==> config.mk <==
export PLATFORM = sky130hd
export DESIGN_NAME = sem_bank
export DESIGN_NICKNAME = d
export VERILOG_FILES = /design/src/rtl/sem_pkg.sv /design/src/rtl/sem_port_dec.sv /design/src/rtl/sem_cell.sv /design/src/rtl/sem_rd_hold.sv /design/src/rtl/sem_bank.sv
export SDC_FILE = /design/constraint.sdc
export NUM_CORES = 1
export LEC_CHECK = 0
export ABC_CLOCK_PERIOD_IN_PS = 2000
export BUFFER_PORTS_ARGS = -buffer_cell sky130_fd_sc_hd__buf_2
export CAP_MARGIN = 20
export CORE_MARGIN = 2
export CORE_UTILIZATION = 46
export CTS_BUF_LIST = sky130_fd_sc_hd__clkbuf_4 sky130_fd_sc_hd__clkbuf_8 sky130_fd_sc_hd__clkbuf_16
export DETAILED_ROUTE_END_ITERATION = 16
export GPL_TIMING_DRIVEN = 0
export PLACE_DENSITY = 0.8
export SLEW_MARGIN = 15
export SYNTH_ARGS = -nofsm -noshare
export SYNTH_HDL_FRONTEND = slang
export SYNTH_SLANG_ARGS = --single-unit
==> constraint.sdc <==
create_clock -name clk -period 2 [get_ports clk]
set_clock_uncertainty 0.15 [all_clocks]
set_input_delay 0 -clock clk [delete_from_list [all_inputs] [get_ports clk]]
set_output_delay 0 -clock clk [all_outputs]
set_load 0.01 [all_outputs]
==> src/rtl/sem_pkg.sv <==
// Shared types for the two-port semaphore bank.
// Assumes: exactly two requesting sides, left and right.
package sem_pkg;
    typedef enum logic [1:0] {
        OWN_NONE  = 2'd0,
        OWN_LEFT  = 2'd1,
        OWN_RIGHT = 2'd2
    } owner_e;
endpackage

==> src/rtl/sem_port_dec.sv <==
// Per-port access qualifier and index decoder.
// Turns one port's strobes into one-hot request and release vectors and a
// read-access flag. Assumes the memory enable, when high, takes the cycle
// away from the semaphore logic.
module sem_port_dec #(
    parameter int NUM_SEM = 8,
    parameter int ADDR_W  = 13,
    parameter int DATA_W  = 16,
    localparam int IDX_W  = $clog2(NUM_SEM)
) (
    input  logic               sel,
    input  logic               mem_en,
    input  logic               wr,
    input  logic               rd,
    input  logic [ADDR_W-1:0]  addr,
    input  logic [DATA_W-1:0]  wdata,
    output logic [NUM_SEM-1:0] req_vec,
    output logic [NUM_SEM-1:0] rel_vec,
    output logic               rd_acc,
    output logic [IDX_W-1:0]   idx
);
    logic acc;
    logic wr_acc;
    logic unused_bits;

    // Qualify the access and pick the index from the low address bits.
    always_comb begin
        acc    = sel && !mem_en;
        wr_acc = acc && wr;
        rd_acc = acc && rd && !wr;
        idx    = addr[IDX_W-1:0];
    end

    // Upper address bits and upper data bits carry no meaning here.
    assign unused_bits = ^{addr[ADDR_W-1:IDX_W], wdata[DATA_W-1:1]};

    // One-hot decode of request (bit0=0) and release (bit0=1) per semaphore.
    for (genvar i = 0; i < NUM_SEM; i++) begin : g_dec
        always_comb begin
            req_vec[i] = wr_acc && (idx == IDX_W'(i)) && !wdata[0];
            rel_vec[i] = wr_acc && (idx == IDX_W'(i)) &&  wdata[0];
        end
    end
endmodule

==> src/rtl/sem_cell.sv <==
// One semaphore: owner field plus one pending-request latch per side.
// Each side's "want" is ownership, a pending request or a new request,
// minus its own release. The holder keeps ownership while it still wants
// it; otherwise the left side wins, then the right. Views are owner-relative:
// 0 means "this side holds it".
module sem_cell
    import sem_pkg::*;
(
    input  logic clk,
    input  logic rst_n,
    input  logic req_l,
    input  logic rel_l,
    input  logic req_r,
    input  logic rel_r,
    output logic view_l,
    output logic view_r
);
    owner_e owner_q, owner_d;
    logic   pend_l_q, pend_r_q;
    logic   pend_l_d, pend_r_d;
    logic   want_l, want_r;

    // Work out the next owner and which requests stay pending.
    always_comb begin
        want_l = ((owner_q == OWN_LEFT)  || pend_l_q || req_l) && !rel_l;
        want_r = ((owner_q == OWN_RIGHT) || pend_r_q || req_r) && !rel_r;
        if (owner_q == OWN_LEFT && want_l)        owner_d = OWN_LEFT;
        else if (owner_q == OWN_RIGHT && want_r)  owner_d = OWN_RIGHT;
        else if (want_l)                          owner_d = OWN_LEFT;
        else if (want_r)                          owner_d = OWN_RIGHT;
        else                                      owner_d = OWN_NONE;
        pend_l_d = want_l && (owner_d != OWN_LEFT);
        pend_r_d = want_r && (owner_d != OWN_RIGHT);
    end

    // State register: free with nothing pending after reset.
    always_ff @(posedge clk) begin
        if (!rst_n) begin
            owner_q  <= OWN_NONE;
            pend_l_q <= 1'b0;
            pend_r_q <= 1'b0;
        end else begin
            owner_q  <= owner_d;
            pend_l_q <= pend_l_d;
            pend_r_q <= pend_r_d;
        end
    end

    // Owner-relative read views.
    assign view_l = (owner_q != OWN_LEFT);
    assign view_r = (owner_q != OWN_RIGHT);
endmodule

==> src/rtl/sem_rd_hold.sv <==
// Read capture for one port.
// Samples the addressed view on the first cycle of a read access and holds it
// while the access lasts. Output is zero when no read is active.
module sem_rd_hold #(
    parameter int NUM_SEM = 8,
    parameter int DATA_W  = 16,
    localparam int IDX_W  = $clog2(NUM_SEM)
) (
    input  logic               clk,
    input  logic               rst_n,
    input  logic               rd_acc,
    input  logic [IDX_W-1:0]   idx,
    input  logic [NUM_SEM-1:0] view,
    output logic [DATA_W-1:0]  rdata
);
    logic act_q;
    logic bit_q;

    // Capture at read start, hold while the access continues.
    always_ff @(posedge clk) begin
        if (!rst_n) begin
            act_q <= 1'b0;
            bit_q <= 1'b0;
        end else begin
            act_q <= rd_acc;
            if (rd_acc && !act_q) bit_q <= view[idx];
        end
    end

    // Replicate the held bit on every lane during a read.
    assign rdata = act_q ? {DATA_W{bit_q}} : '0;
endmodule

==> src/rtl/sem_bank.sv <==
// Two-port semaphore bank top.
// Decodes each port, holds NUM_SEM independent semaphore cells and returns
// owner-relative reads through per-port capture registers.
// Assumes both ports share one clock; same-cycle contention favours the left.
module sem_bank #(
    parameter int NUM_SEM = 8,
    parameter int ADDR_W  = 13,
    parameter int DATA_W  = 16,
    localparam int IDX_W  = $clog2(NUM_SEM)
) (
    input  logic              clk,
    input  logic              rst_n,
    input  logic              l_sel,
    input  logic              l_mem_en,
    input  logic              l_wr,
    input  logic              l_rd,
    input  logic [ADDR_W-1:0] l_addr,
    input  logic [DATA_W-1:0] l_wdata,
    output logic [DATA_W-1:0] l_rdata,
    input  logic              r_sel,
    input  logic              r_mem_en,
    input  logic              r_wr,
    input  logic              r_rd,
    input  logic [ADDR_W-1:0] r_addr,
    input  logic [DATA_W-1:0] r_wdata,
    output logic [DATA_W-1:0] r_rdata
);
    logic [NUM_SEM-1:0] req_l, rel_l, req_r, rel_r;
    logic [NUM_SEM-1:0] view_l, view_r;
    logic               rd_acc_l, rd_acc_r;
    logic [IDX_W-1:0]   idx_l, idx_r;

    sem_port_dec #(.NUM_SEM(NUM_SEM), .ADDR_W(ADDR_W), .DATA_W(DATA_W)) u_dec_l (
        .sel(l_sel), .mem_en(l_mem_en), .wr(l_wr), .rd(l_rd),
        .addr(l_addr), .wdata(l_wdata),
        .req_vec(req_l), .rel_vec(rel_l), .rd_acc(rd_acc_l), .idx(idx_l)
    );

    sem_port_dec #(.NUM_SEM(NUM_SEM), .ADDR_W(ADDR_W), .DATA_W(DATA_W)) u_dec_r (
        .sel(r_sel), .mem_en(r_mem_en), .wr(r_wr), .rd(r_rd),
        .addr(r_addr), .wdata(r_wdata),
        .req_vec(req_r), .rel_vec(rel_r), .rd_acc(rd_acc_r), .idx(idx_r)
    );

    for (genvar i = 0; i < NUM_SEM; i++) begin : g_cell
        sem_cell u_cell (
            .clk(clk), .rst_n(rst_n),
            .req_l(req_l[i]), .rel_l(rel_l[i]),
            .req_r(req_r[i]), .rel_r(rel_r[i]),
            .view_l(view_l[i]), .view_r(view_r[i])
        );
    end

    sem_rd_hold #(.NUM_SEM(NUM_SEM), .DATA_W(DATA_W)) u_hold_l (
        .clk(clk), .rst_n(rst_n), .rd_acc(rd_acc_l), .idx(idx_l),
        .view(view_l), .rdata(l_rdata)
    );

    sem_rd_hold #(.NUM_SEM(NUM_SEM), .DATA_W(DATA_W)) u_hold_r (
        .clk(clk), .rst_n(rst_n), .rd_acc(rd_acc_r), .idx(idx_r),
        .view(view_r), .rdata(r_rdata)
    );
endmodule

==> results.cfg <==
[yosys]
synth_area_mm2 = 0.002052
synth-async-reset-ratio_pct = 0
synth_area_per_cell_um2 = 9.161
synth_flop_cell = dfxtp_1
synth-seq-cells = 36
netlist_instances = 224
yosysWarnings = 0
synth_seq_area_share_pct = 35.12
synth_cell_types = 48
syn_nets = 292
synth_edf_count = 0

[pwr]
leakagePower_nw = 1.164
p_per_area_mw_per_mm2 = 631.7
peakVddDrop_mv = 0.6306
total_power_w = 0.001623

[sta]
setup_viol = 0
fmax_mhz = 553.8
final-hold-violation-count = 1
layout_setup_ws_ps = 194.3
rsz0062_at_grt = false
slew_viol_final = 0
relSlewSlack_pct = 63.69
min_period_ps = 1806
period_share_pct = 90.28
worst_slew_pin_slew_ps = 544.7
timing.hold.ws_ps = -8.263
setup_tns_ps = 0

[grt]
grt_pass1_vias = 1699
track_usage_pct = 19.55
grt_pass1_wl_mm = 7.755
antenna_found_initial = 0
grt-ovfl-total = 0
grt_max_degree = 17

[die]
die_x_um = 70.79
dieArea_mm2 = 0.005011
rows = 24
core_mm2 = 0.004324
ios = 100
die_y_um = 70.79
initial_core_util_pct = 47.45

[flow_run]
drv_cap = 0

[place]
gp_congestion = 0.8343
dp_hpwl_mm = 3.448
place_ws_ps = 433.1
placed_cell_area_mm2 = 0.002347
portBuffers = 46

[clocking]
clock_sinks = 36
post-cts-setup-buffers = 0
h-tree-depth = 2
clock_latency_ps = 290
path_clk_slew_ps = 70
clockRootBuffer = clkbuf_8
clk_path_buf_depth = 2
cts_tree = yes
cts-buffers-inserted = 5

[setup_path]
crit_path_start_kind = input port
cp_max_fo = 3
rr_endpoint = u_hold_l.bit_q
cp.required_ps = 2050
cp.arrival_ps = 1860
worstSetupStartpoint = r_wr
reg2regPathDepth = 3
r2r-start = u_hold_l.act_q
end_kind = flip-flop
worstSetupPathType = input port to flip-flop
reg2reg_slack_ps = 400

[run_status]
status = finished with violations
violations = negative hold slack

[route]
detail_route.wl_per_cell_um = 13.99
via_per_inst = 5.379
firstDrtPassIters = 4
drc = 0
finalWirelength_mm = 4.728
drt_iter0_drc = 78
postRouteAntennaNets = 0
vias = 1818

[final_layout]
final_nets = 353
drive_above_1_share_pct = 35.66
finish.instance_area_mm2 = 0.002569
areaGrowthSynthToFinish_pct = 25.18
num-fill-cells = 395
insertedDiodeCount = 0

[min_path]
min_from = r_rd
min_to = u_hold_r.bit_q
hold_depth = 3
min_path_type = input port to flip-flop
==> registers in the layout (all words and copies together), names as in the netlist <==
signal                  count
u_hold_l.act_q              1
u_hold_r.bit_q              1
g_cell.u_cell.owner_q      16
u_hold_r.act_q              1
g_cell.u_cell.pend_r_q      8
u_hold_l.bit_q              1
g_cell.u_cell.pend_l_q      8
==> placed cells by master, fill, tap and decap left out, drive strengths merged, types with 3 or more instances in the layout <==
master,count
nor3b,9
nor2b,11
or3,3
nand3b,3
buf,81
nand3,11
nor2,8
o211ai,3
clkbuf,10
o31ai,4
mux2i,3
inv,12
nand2,7
nand2b,14
mux4,3
dlygate4sd3,8
and3,6
o21ai,3
dfxtp,36
a31oi,5
a21oi,7
and2,3
and4,3
a221oi,4
a311o,4
o22ai,3
==> through the flow <==
step,util [%],std cells
after CTS,59.06,338
final,59.40,338
after floorplan,-,224
after global routing,59.40,338
after detailed placement,54.28,322
after global placement,54.28,322
==> cells by family (layout without fill, tap and decap cells) <==
logic type	Yosys count	after routing	synth area share (%)
simple gates	91	91	29.09
flops	36	36	35.12
buf+inv	50	112	15.37
mux	6	6	4.756
compound gates	41	41	15.67
==> worst max path at each step <==
stage | end | slack (ps)
after floorplan | u_hold_r.bit_q | 580
after global placement | u_hold_r.bit_q | 470
after detailed placement | u_hold_r.bit_q | 430
after CTS | u_hold_r.bit_q | 100
after global routing | u_hold_r.bit_q | 40
final | u_hold_r.bit_q | 190
==> area by class of cell <==
class	count	area (µm²)	area share, %
clock inverter	1	30.03	1.169
sequential	36	720.7	28.06
buffer	38	270.3	10.52
multi-input combinational	138	1031	40.14
clock buffer	7	96.34	3.751
tap	52	65.06	2.533
timing repair buffer	54	310.3	12.08
inverter	12	45.04	1.754
==> routing by layer <==
layer	global-route usage, %	part of all wire [%]	up-vias
met5	0	0	-
met1	23.04	44	859
met2	33.96	49	41
met3	4.416	4.2	11
met4	8.595	2.1	0
li1	-	-	907
==> worst max-delay path, stage by stage <==
cell and delay (ps):
dlygate4sd3_1 520, buf_2 150, nor4bb_4 290, dlygate4sd3_1 600
a21oi_1 70, a311oi_1 240
==> Yosys cell counts, types with 2 or more instances <==
cell	instances	area [µm²]
nor2b_1	11	68.82
mux4_2	3	67.56
o31ai_1	3	22.52
clkbuf_1	3	11.26
a221oi_2	2	30.03
a21oi_1	7	35.03
nor4b_1	2	17.52
a221oi_1	2	17.52
inv_1	11	41.29
nor2_1	7	26.28
and4_1	3	26.28
o211ai_1	3	22.52
nand2b_1	14	87.58
nand3_1	11	55.05
or3_1	3	18.77
dfxtp_1	36	720.7
a311oi_1	2	17.52
and2b_1	2	15.01
a311o_1	4	40.04
a31oi_1	5	31.28
and2_1	3	18.77
nand4_1	2	12.51
o21ai_0	2	10.01
and3_1	6	37.54
buf_4	31	232.7
a211o_1	2	17.52
nand2_1	7	26.28
nor3b_1	9	67.56
buf_2	3	15.01
mux2i_1	3	30.03
nand3b_1	3	22.52
o22ai_1	3	18.77
==> power by group <==
| part | internal [W] | switching [W] |
|---|---|---|
| registers | 0.000731 | 0.0000117 |
| clock network | 0.000440 | 0.000261 |
| logic | 0.0000795 | 0.000100 |
==> what timing repair did <==
action	in CTS	in global routing
gates resized for setup	0	2
endpoints found under the hold margin	8	0
hold buffers	8	0
setup endpoints to repair	0	1
No activity file was read; power rests on OpenSTA's default activity.
